File: src/rtl/tmr_pkg.sv
package tmr_pkg;
    // Code in bits 5:4 of a control write
    typedef enum logic [1:0] {
        ACC_LATCH = 2'b00,
        ACC_LO    = 2'b01,
        ACC_HI    = 2'b10,
        ACC_BOTH  = 2'b11
    } acc_fmt_e;

    typedef enum logic {WS_LOW = 1'b0, WS_HIGH = 1'b1} wr_seq_e;
    typedef enum logic {RS_LOW = 1'b0, RS_HIGH = 1'b1} rd_seq_e;
    typedef enum logic {OL_TRACK = 1'b0, OL_HOLD = 1'b1} ol_state_e;
endpackage

File: src/rtl/tmr_ctrl_decode.sv
module tmr_ctrl_decode
    import tmr_pkg::*;
#(
    parameter int NCH = 3,
    parameter int AW  = 2,
    parameter int DW  = 8
) (
    input  logic           wr_en,
    input  logic [AW-1:0]  addr,
    input  logic [DW-1:0]  wdata,
    output logic [NCH-1:0] prog,
    output logic [NCH-1:0] latch,
    output acc_fmt_e       prog_fmt
);
    localparam logic [AW-1:0] CTRL = AW'((1 << AW) - 1);

    logic ctl_wr;
    assign ctl_wr   = wr_en && (addr == CTRL);
    assign prog_fmt = acc_fmt_e'(wdata[5:4]);

    for (genvar g = 0; g < NCH; g++) begin : g_sel
        logic hit;
        assign hit      = ctl_wr && (wdata[7:6] == 2'(g));
        assign prog[g]  = hit && (wdata[5:4] != ACC_LATCH);
        assign latch[g] = hit && (wdata[5:4] == ACC_LATCH);
    end
endmodule

File: src/rtl/tmr_down_ctr.sv
module tmr_down_ctr #(
    parameter int CW = 16
) (
    input  logic          clk,
    input  logic          rst_n,
    input  logic          ce,
    input  logic          gate,
    input  logic          load,
    input  logic [CW-1:0] load_val,
    output logic [CW-1:0] count
);
    always_ff @(posedge clk or negedge rst_n) begin
        if (!rst_n)
            count <= '0;
        else if (load)
            count <= load_val;
        else if (ce && gate)
            count <= count - 1'b1;
    end
endmodule

File: src/rtl/tmr_chan.sv
module tmr_chan
    import tmr_pkg::*;
#(
    parameter int DW = 8,
    localparam int CW = 2 * DW
) (
    input  logic          clk,
    input  logic          rst_n,
    input  logic          prog,
    input  acc_fmt_e      prog_fmt,
    input  logic          latch,
    input  logic          wr,
    input  logic          rd,
    input  logic [DW-1:0] wdata,
    input  logic          ce,
    input  logic          gate,
    output logic [DW-1:0] rbyte,
    output acc_fmt_e      fmt_o,
    output logic          held_o,
    output logic [CW-1:0] snap_o,
    output logic [CW-1:0] count_o
);
    acc_fmt_e      fmt_q;
    wr_seq_e       wr_q, wr_next;
    rd_seq_e       rd_q, rd_next;
    ol_state_e     ol_q, ol_next;
    logic [DW-1:0] hold_q;
    logic [CW-1:0] snap_q;
    logic [CW-1:0] count;
    logic          load, stage, take_snap, last_rd;
    logic [CW-1:0] load_val;
    logic [CW-1:0] src;

    tmr_down_ctr #(.CW(CW)) u_ctr (
        .clk      (clk),
        .rst_n    (rst_n),
        .ce       (ce),
        .gate     (gate),
        .load     (load),
        .load_val (load_val),
        .count    (count)
    );

    // State registers
    always_ff @(posedge clk or negedge rst_n) begin
        if (!rst_n) begin
            wr_q <= WS_LOW;
            rd_q <= RS_LOW;
            ol_q <= OL_TRACK;
        end else begin
            wr_q <= wr_next;
            rd_q <= rd_next;
            ol_q <= ol_next;
        end
    end

    // Data registers steered by the state machines
    always_ff @(posedge clk or negedge rst_n) begin
        if (!rst_n) begin
            fmt_q  <= ACC_BOTH;
            hold_q <= '0;
            snap_q <= '0;
        end else begin
            if (prog)      fmt_q  <= prog_fmt;
            if (stage)     hold_q <= wdata;
            if (take_snap) snap_q <= count;
        end
    end

    // Next state and outputs
    always_comb begin
        wr_next   = wr_q;
        rd_next   = rd_q;
        ol_next   = ol_q;
        load      = 1'b0;
        load_val  = count;
        stage     = 1'b0;
        take_snap = 1'b0;
        last_rd   = 1'b0;

        if (prog) begin
            wr_next = WS_LOW;
        end else if (wr) begin
            unique case (fmt_q)
                ACC_LO: begin
                    load     = 1'b1;
                    load_val = {{DW{1'b0}}, wdata};
                end
                ACC_HI: begin
                    load     = 1'b1;
                    load_val = {wdata, {DW{1'b0}}};
                end
                ACC_BOTH: begin
                    unique case (wr_q)
                        WS_LOW: begin
                            stage   = 1'b1;
                            wr_next = WS_HIGH;
                        end
                        WS_HIGH: begin
                            load     = 1'b1;
                            load_val = {wdata, hold_q};
                            wr_next  = WS_LOW;
                        end
                    endcase
                end
                default: ;
            endcase
        end

        if (prog) begin
            rd_next = RS_LOW;
        end else if (rd) begin
            if (fmt_q == ACC_BOTH) begin
                unique case (rd_q)
                    RS_LOW:  rd_next = RS_HIGH;
                    RS_HIGH: begin
                        rd_next = RS_LOW;
                        last_rd = 1'b1;
                    end
                endcase
            end else begin
                last_rd = 1'b1;
            end
        end

        unique case (ol_q)
            OL_TRACK: if (latch) begin
                ol_next   = OL_HOLD;
                take_snap = 1'b1;
            end
            OL_HOLD: if (prog || last_rd) ol_next = OL_TRACK;
        endcase

        src = (ol_q == OL_HOLD) ? snap_q : count;
        if (fmt_q == ACC_HI || (fmt_q == ACC_BOTH && rd_q == RS_HIGH))
            rbyte = src[CW-1:DW];
        else
            rbyte = src[DW-1:0];
    end

    assign fmt_o   = fmt_q;
    assign held_o  = (ol_q == OL_HOLD);
    assign snap_o  = snap_q;
    assign count_o = count;
endmodule

File: src/rtl/tmr_access_front.sv
module tmr_access_front
    import tmr_pkg::*;
#(
    parameter int NCH = 3,
    parameter int DW  = 8,
    parameter int AW  = 2
) (
    input  logic           clk,
    input  logic           rst_n,
    input  logic [AW-1:0]  addr,
    input  logic           wr_en,
    input  logic           rd_en,
    input  logic [DW-1:0]  wdata,
    output logic [DW-1:0]  rdata,
    input  logic [NCH-1:0] cnt_ce,
    input  logic [NCH-1:0] cnt_gate
);
    localparam int CW = 2 * DW;

    logic [NCH-1:0]           prog, latch;
    acc_fmt_e                 prog_fmt;
    logic [NCH-1:0][DW-1:0]   rbyte;
    logic [NCH-1:0][1:0]      ch_fmt;
    logic [NCH-1:0]           ch_held;
    logic [NCH-1:0][CW-1:0]   ch_snap;
    logic [NCH-1:0][CW-1:0]   ch_count;

    tmr_ctrl_decode #(.NCH(NCH), .AW(AW), .DW(DW)) u_dec (
        .wr_en    (wr_en),
        .addr     (addr),
        .wdata    (wdata),
        .prog     (prog),
        .latch    (latch),
        .prog_fmt (prog_fmt)
    );

    for (genvar g = 0; g < NCH; g++) begin : g_ch
        acc_fmt_e fmt_w;
        logic     sel;
        assign sel       = (addr == AW'(g));
        assign ch_fmt[g] = fmt_w;

        tmr_chan #(.DW(DW)) u_chan (
            .clk      (clk),
            .rst_n    (rst_n),
            .prog     (prog[g]),
            .prog_fmt (prog_fmt),
            .latch    (latch[g]),
            .wr       (wr_en && sel),
            .rd       (rd_en && sel),
            .wdata    (wdata),
            .ce       (cnt_ce[g]),
            .gate     (cnt_gate[g]),
            .rbyte    (rbyte[g]),
            .fmt_o    (fmt_w),
            .held_o   (ch_held[g]),
            .snap_o   (ch_snap[g]),
            .count_o  (ch_count[g])
        );
    end

    always_comb begin
        rdata = '0;
        for (int i = 0; i < NCH; i++)
            if (addr == AW'(i)) rdata = rbyte[i];
    end
endmodule

File: config.mk
export PLATFORM = sky130hd
export DESIGN_NAME = tmr_access_front
export DESIGN_NICKNAME = d
export VERILOG_FILES = /design/src/rtl/tmr_pkg.sv /design/src/rtl/tmr_ctrl_decode.sv /design/src/rtl/tmr_down_ctr.sv /design/src/rtl/tmr_chan.sv /design/src/rtl/tmr_access_front.sv
export SDC_FILE = /design/constraint.sdc
export NUM_CORES = 1
export LEC_CHECK = 0
export ABC_AREA = 1
export CORE_MARGIN = 4
export CORE_UTILIZATION = 40
export DETAILED_ROUTE_END_ITERATION = 7
export PLACE_DENSITY = 0.53
export SLEW_MARGIN = 20
export SYNTH_ARGS = -nofsm -noshare
export SYNTH_HDL_FRONTEND = slang
export SYNTH_SLANG_ARGS = --single-unit
File: constraint.sdc
create_clock -name clk -period 3.7 [get_ports clk]
set_input_delay 0.74 -clock clk [delete_from_list [all_inputs] [get_ports clk]]
set_output_delay 0.74 -clock clk [all_outputs]
set_load 0.05 [all_outputs]
# Word level (Yosys, flattened, before mapping)
# Cells that the tools add are included.
# totals
latch_bits	0
output_inout_bits	8
input_bits	20
reg_bits	135
mem_count	0
mem_bits_rw	0
rom_bits	0
word_cells	214
# op_classes
bitwise	9
reduce_logical	56
magnitude_cmp	0
n_div	0
n_mul	0
eq_ne	26
muxes	99
shift	0
add_sub_neg	3
# ops
operator	n
16-bit 2-to-1 mux	18
16-bit case mux with 3 select lines	3
1-bit 2-to-1 mux	60
8-bit 2-to-1 mux	6
16-bit by 1-bit subtractor with 16-bit output, second input constant	3
2-bit nonzero test	13
1-bit case mux with 2 select lines	12
1-bit logical AND	22
2-bit == test, second input constant	9
5-bit AND reduction	3
4-bit != test, second input constant	3
2-bit AND reduction	6
2-bit by 1-bit == test with 1-bit output, second input constant	5
3-bit by 2-bit != test with 1-bit output, second input constant	3
1-bit inverter	9
2-bit zero test	3
1-bit logical OR	6
2-bit by 1-bit != test with 1-bit output, second input constant	3
2-bit != test, second input constant	3
2-bit OR reduction	3

# Longest topological paths before layout
# Gate-level depths: netlist of run 1.
# logic_depth
word_depth	8
depth_mapped	12
depth_no_buf	12

# Modules after synthesis
# A second synthesis of run 1 with hierarchy kept.
# hier_totals
cells_unflattened	1410
area_unflattened_um2	9412.8
# modules_own_cells
module	seq_area_each_um2	cells_per_inst	instances	area_per_inst_um2
tmr_chan	728.2	281	3	1874.3
tmr_down_ctr	400.4	166	3	1152.4
tmr_access_front	0.0	48	1	241.5
tmr_ctrl_decode	0.0	21	1	91.3

# Least setup slack after synthesis of run 1
# Ideal clock, no wire load.
# synth_timing
path_type	flip-flop to output port
startpoint	reg g_ch[0].u_chan.fmt_q[1]
endpoint	out rdata[5]
required_time_ns	2.960
stages_incl_launch_ff	9
t_arrival_ns	2.052
path_buffers	2
path_slack_ns	0.908
path_cell_list	dfstp_2 -> ha_1 -> buf_2 -> nor2_2 -> nor2_1 -> buf_2 -> o211ai_1 -> o211ai_1 -> nand3_1
# synth_between
elab_chain_len	7
elab_cells_between_ends	8
classes_between	eq/ne (2); mux (4); reduce/logical (2)
# synth_rtl
element	line_no	source
start, declared	tmr_chan.sv:23	acc_fmt_e fmt_q;
start signal, assigned	tmr_chan.sv:64	if (prog) fmt_q <= prog_fmt;
2-bit == test	tmr_chan.sv:135	if (fmt_q == ACC_HI || (fmt_q == ACC_BOTH && rd_q == RS_HIGH))
1-bit logical AND	tmr_chan.sv:135	
1-bit logical OR *	tmr_chan.sv:135	
8-bit 2-to-1 mux *	tmr_chan.sv:135	
8-bit 2-to-1 mux * (3 in a row)	tmr_access_front.sv:65	if (addr == AW'(i)) rdata = rbyte[i];
end, declared	tmr_access_front.sv:14	output logic [DW-1:0] rdata,
# Mark *: on every way between the ends. The rest lies on a longest branch, timed or not.

# Final worst setup path of run 1
# layout_timing
startpoint	reg g_ch[1].u_chan.fmt_q[1]
endpoint	out rdata[3]
# layout_between
elab_chain_len	6
elab_cells_between_ends	7
classes_between	eq/ne (2); mux (3); reduce/logical (2)
# layout_rtl
element	line_no
start, declared	tmr_chan.sv:23
start signal, assigned	tmr_chan.sv:64
2-bit == test	tmr_chan.sv:135
1-bit logical AND	tmr_chan.sv:135
1-bit logical OR *	tmr_chan.sv:135
8-bit 2-to-1 mux *	tmr_chan.sv:135
8-bit 2-to-1 mux * (2 in a row)	tmr_access_front.sv:65
# Marked as above.

==> reports/qor.yml, run 1 <==
run_status:
  status: "completed"
drt:
  drtIter0Drc: 549
  ant_nets: 0
  routed_wl_mm: 24.1
  vias_per_cell: 5.19
  drc: 0
  num_vias: 7371
  drt-pass1-iter-count: 5
  routedWlPerCell_microns: 16.9
clock_tree:
  cts_resized: 0
  numCtsBuffers: 17
  cts.sinks: 135
  clockBufferDepth: 2
  cts_hold_buf: 0
  cts_root_buffer: "clkbuf_16"
  cts_tree: "done"
  cts.clk_slew.worst_paths_ps: 60
  post-cts-setup-buffers: 0
  insertion_delay_ps: 430
  htree_levels: 4
grt:
  grt_pass1_vias: 6762
  grt_pass1_wl_mm: 38.9
  antenna_found_initial: 0
  grt_max_degree: 74
  overflow: 0
  grtUsageTotal_pct: 22.8
setup_path:
  r2r_cells: 10
  cp.arrival_ps: 2650
  crit_path_end_kind: "primary output"
  worstReg2RegStart: "g_ch[2].u_chan.fmt_o[0]"
  critPathKind: "reg2out"
  r2r-end: "g_ch[2].u_chan.u_ctr.count[13]"
  regToRegSetupSlack_ps: 1220
  critPathRequiredTime_ps: 2960
  worstPathMaxFanout: 16
  start_kind: "register"
yosys:
  synth_area_sq_um: 7900
  synth_cell_types: 31
  syn_nets: 1152
  synth_warnings: 0
  ys_seq_elements: 135
  async_flop_share_pct: 100
  synthCells: 1120
  ys.flop_type: "dfrtp_1"
  yosysSeqAreaShare_pct: 42.9
  syn_avg_cell_area_sq_um: 7.05
  synth_edf_count: 0
run:
  maxCapViolations: 0
sta:
  layout_min_cycle_time_ps: 3390
  setup_viol: 0
  hold_viol_final: 0
  worstMarginPinSlew_ps: 974
  fmax_mhz: 295
  report.final.slew_viol_count: 0
  finalSetupTns_ps: 0
  slew_headroom_pct: 35.0
  clock_skew_ps: 7.41
  rsz0062_at_grt: "no"
  post-route-period-util_pct: 91.5
cells_and_area:
  layout.nets: 1175
  area_growth_pct: 15.7
  fill_cells: 2029
  drive_gt1_share_pct: 7.96
  n_antenna_cell: 0
  stdcell_area_sq_um: 9140
power:
  p_leak_uw: 0.00426
  peakVddDrop_mv: 0.366
  powerDensity_nw_per_um2: 719
place:
  gp_congestion: 0.861
  dpl-instance-area_sq_um: 8550
  place.port_buffers: 27
  post-dp-hpwl_mm: 17.4
floorplan:
  core.rowCount: 51
  die_w_microns: 149
  design.die.area_sq_um: 22100
  io_pins: 28
  fp.dieH_microns: 149
  initial_core_util_pct: 40.6
  core_area_sq_um: 19500
min_path:
  hold_path_class: "in2async"
[cell usage in the layout (no fill, tap or decap), drive strengths merged, types with 18 or more instances in the layout]
cell type      Yosys  final
inv              104    104
a21oi             26     26
buf               18     31
clkbuf            27     20
nand2            378    378
nor2              94     94
dfrtp            129    129
o211ai            37     37
clkdlybuf4s50      0     18
nand3             62     62
o21ai            191    191
[metrics by stage]
step,utilization (%),total power (uW),cells,setup slack [ps],hold slack [ps]
2_1_floorplan,-,3980,1120,908,441
3_5_place_dp,44.0,4860,1389,621,458
4_1_cts,47.0,6590,1421,293,323
6_report,47.0,6570,1421,314,283
5_1_grt,47.0,7080,1421,181,328
3_3_place_gp,44.0,4860,1389,679,460
[per-layer routing]
| metal | vias to the layer above | wire length [microns] | GRT usage (%) |
|---|---|---|---|
| met5 | - | 0 | 0 |
| met4 | 0 | 332 | 5.27 |
| met3 | 25 | 1150 | 4.20 |
| met2 | 173 | 10100 | 31.9 |
| met1 | 3459 | 12500 | 36.1 |
| li1 | 3714 | - | - |
[how the worst max path moves through the flow]
stage,startpoint,end,slack (ps),cells past startpoint
after global placement,addr[1],rdata[6],680,6
after detailed placement,addr[1],g_ch[0].u_chan.u_ctr.count[7],620,11
after CTS,g_ch[1].u_chan.fmt_o[1],rdata[3],290,9
final,g_ch[1].u_chan.fmt_o[1],rdata[3],310,9
after global routing,g_ch[1].u_chan.fmt_o[1],rdata[3],180,9
after floorplan,g_ch[0].u_chan.fmt_o[1],rdata[5],910,8
[synthesized netlist by cell type (3+ instances only)]
cell type	count	area, sq um
o21ai_0	126	631
clkbuf_1	27	101
nand2_2	3	18.8
nand2_1	375	1410
nand4_1	6	37.5
inv_2	7	26.3
xor2_1	8	70.1
a21oi_1	26	130
nor2_1	86	323
a22oi_1	9	67.6
dfstp_2	6	158
dfrtp_1	129	3230
o21ai_1	63	315
o22ai_1	4	25.0
o211ai_1	37	278
buf_2	15	75.1
inv_1	97	364
nand3_1	62	310
nor2_2	5	31.3
ha_1	12	150
[sequential cells by signal (all words and copies together), names as in the netlist]
signal / count
g_ch.u_chan.snap_o: 48
g_ch.u_chan.u_ctr.count: 48
g_ch.u_chan.hold_q: 24
g_ch.u_chan.fmt_o: 6
g_ch.u_chan.held_o: 3
g_ch.u_chan.rd_q: 3
g_ch.u_chan.wr_q: 3
[critical path, stage by stage (launching register included)]
cell and delay (ps):
dfstp_2 540, ha_1 350, nor2_1 90, buf_4 170, nor2_1 130, buf_4 230, o211ai_1 130, o211ai_1 180
nand3_1 190, buf_12 190
[cell families (layout without fill, tap and decap cells)]
| kind of cell | count (synthesis) | in the layout | share of synthesized area (%) |
|---|---|---|---|
| AOI/OAI and AO/OA | 269 | 269 | 18.7 |
| adders and majority gates | 12 | 12 | 1.90 |
| buffers and inverters | 149 | 185 | 7.51 |
| and+or+nand+nor | 547 | 547 | 28.1 |
| xor gates and xnor gates | 8 | 8 | 0.887 |
| DFF | 135 | 135 | 42.9 |
[report_power, final]
group | internal, uW | switching [uW]
logic | 884 | 1680
clock network | 1020 | 682
registers | 1950 | 352
total | 3860 | 2710
[cell type report]
cell class	instances	area (sq um)	share of cell area [%]
multi-input cells	836	3920	42.9
flip-flops and latches	135	3390	37.0
repair buffers	49	529	5.79
clock buffers	20	457	5.00
inverters	104	390	4.27
well taps	265	332	3.63
clock inverters	12	128	1.40
Power figures use the tool's default switching activity.
==> run 2: changes to the inputs <==
Clock period 3.7 ns to 4.1 ns, I/O delays scaled along.
==> run 2 against run 1 <==
  * Design area shrank 1.8%
  * Sequential power down 8.7%
  * Count of clock-buffer cells in the layout is 4 higher
  * Register-to-register slack improved by 70 ps
  * Combinational power decreased by 14%
  * Total power shrank 13%
  * Flip-flop and latch count did not move
  * Global-route usage fell by 0.15 points
  * Critical endpoint is now rdata[6]
==> reports/qor.yml, run 2 (synthesis results as in run 1) <==
drt:
  vias_per_cell: 5.20
  routed_wl_mm: 24.0
  num_vias: 7372
  drtIter0Drc: 585
  routedWlPerCell_microns: 16.9
  ant_nets: 0
  drc: 0
  drt-pass1-iter-count: 5
sta:
  setup_viol: 0
  slew_headroom_pct: 28.8
  finalSetupTns_ps: 0
  post-route-period-util_pct: 88.4
  report.final.slew_viol_count: 0
  hold_viol_final: 0
  layout_min_cycle_time_ps: 3630
  worstMarginPinSlew_ps: 1070
  rsz0062_at_grt: "no"
  clock_skew_ps: 8.11
  fmax_mhz: 276
setup_path:
  critPathRequiredTime_ps: 3280
  crit_start: "g_ch[2].u_chan.fmt_o[0]"
  cp.arrival_ps: 2810
  critPathKind: "reg2out"
  regToRegSetupSlack_ps: 1290
  start_kind: "register"
  r2r-end: "g_ch[0].u_chan.u_ctr.count[8]"
  worstReg2RegStart: "g_ch[0].u_chan.fmt_o[1]"
  crit_end: "rdata[6]"
  cpMaxStageDelayCell: "a21oi_1"
  worstPathMaxFanout: 10
  r2r_cells: 10
  slowest_delay_ps: 620
  crit_path_end_kind: "primary output"
  crit_path_cell_trace: "inv_1 -> ha_1 -> a21oi_1 -> buf_4 -> o211ai_1 -> nand3_1 -> nand3_1 -> buf_4"
place:
  gp_congestion: 0.874
  place.port_buffers: 27
  post-dp-hpwl_mm: 17.7
  dpl-instance-area_sq_um: 8430
power:
  powerDensity_nw_per_um2: 639
  p_sw_share_pct: 42.2
  p_comb_share_pct: 38.4
  seq_power_share_pct: 36.6
  peakVddDrop_mv: 0.298
  p_leak_uw: 0.00420
  clkPwrFrac_pct: 25.0
  p_int_uw: 3310
  p_sw_uw: 2420
cells_and_area:
  drive_gt1_share_pct: 7.37
  final_cell_mix: "nand2_1, dfrtp_1, o21ai_0"
  fill_cells: 2017
  final_common_cell: "nand2_1"
  n_antenna_cell: 0
  area_growth_pct: 13.6
  stdcell_area_sq_um: 8970
  layout.nets: 1172
clock_tree:
  insertion_delay_ps: 430
  htree_levels: 4
  numCtsBuffers: 17
  cts.clk_slew.worst_paths_ps: 60
  cts_resized: 0
  cts.sinks: 135
  cts_tree: "done"
  clockBufferDepth: 2
  cts_hold_buf: 0
  post-cts-setup-buffers: 0
  cts_root_buffer: "clkbuf_16"
grt:
  grt_pass1_vias: 6680
  grt_max_degree: 83
  grt_pass1_wl_mm: 38.5
  antenna_found_initial: 0
  overflow: 0
  grtUsageTotal_pct: 22.6
floorplan:
  design.die.area_sq_um: 22100
  die_w_microns: 149
  core.rowCount: 51
  core_area_sq_um: 19500
  initial_core_util_pct: 40.6
  fp.dieH_microns: 149
  io_pins: 28
run:
  maxCapViolations: 0
run_status:
  status: "completed"
min_path:
  hold_path_class: "in2async"
[run 2: routing by layer]
layer | vias up | track usage, % | wire length, microns
li1 | 3714 | - | -
met1 | 3467 | 36.1 | 12700
met2 | 170 | 31.2 | 10000
met3 | 21 | 4.42 | 977
met4 | 0 | 5.27 | 329
met5 | - | 0 | 0
[run 2: metrics by stage]
step                      setup WS [ps]  total power, uW  util, %  instances  hold slack [ps]
after global routing                299             6210     46.1       1418              482
after global placement              694             4300     43.3       1386              462
final                               475             5730     46.1       1418              451
after CTS                           268             5760     46.1       1418              474
after floorplan                    1230             3590        -       1120              441
after detailed placement            699             4300     43.3       1386              459
[run 2: power by group through the flow]
| stage | Sequential (uW) | Clock [uW] | Combinational, uW |
|---|---|---|---|
| floorplan | 2000 | 0 | 1590 |
| global placement | 2110 | 0 | 2190 |
| detailed placement | 2110 | 0 | 2190 |
| CTS | 2090 | 1460 | 2200 |
| global route | 2160 | 1530 | 2520 |
| finish | 2100 | 1430 | 2200 |
[run 2: how the worst min path moves through the flow]
stage                                                end  depth (start not counted)  slack (ps)                           start
after floorplan           g_ch[2].u_chan.u_ctr.count[14]                          2         440  g_ch[2].u_chan.u_ctr.count[14]
after global placement    g_ch[2].u_chan.u_ctr.count[13]                          2         460  g_ch[2].u_chan.u_ctr.count[13]
after detailed placement  g_ch[2].u_chan.u_ctr.count[13]                          2         460  g_ch[2].u_chan.u_ctr.count[13]
after CTS                 g_ch[2].u_chan.u_ctr.count[13]                          2         470  g_ch[2].u_chan.u_ctr.count[13]
after global routing      g_ch[2].u_chan.u_ctr.count[13]                          2         480  g_ch[2].u_chan.u_ctr.count[13]
final                          g_ch[2].u_chan.snap_o[15]                          1         450                           rst_n
[run 2: critical path: cells and delay by family, from the launching register on]
kind	cells	cell delay, ps
AND/OR/NAND/NOR	2	340
buffers and inverters	3	530
adder cells (fa/ha/maj)	1	240
AO/OA/AOI/OAI	2	730
flip-flops	1	540
[run 2: layout make-up]
class | instances | area (sq um) | area share [%]
Inverter | 104 | 390 | 4.35
Timing Repair Buffer | 46 | 407 | 4.53
Multi-Input combinational cell | 836 | 3920 | 43.7
Sequential cell | 135 | 3390 | 37.7
Tap cell | 265 | 332 | 3.70
Clock buffer | 24 | 462 | 5.15
Clock inverter | 8 | 75.1 | 0.837
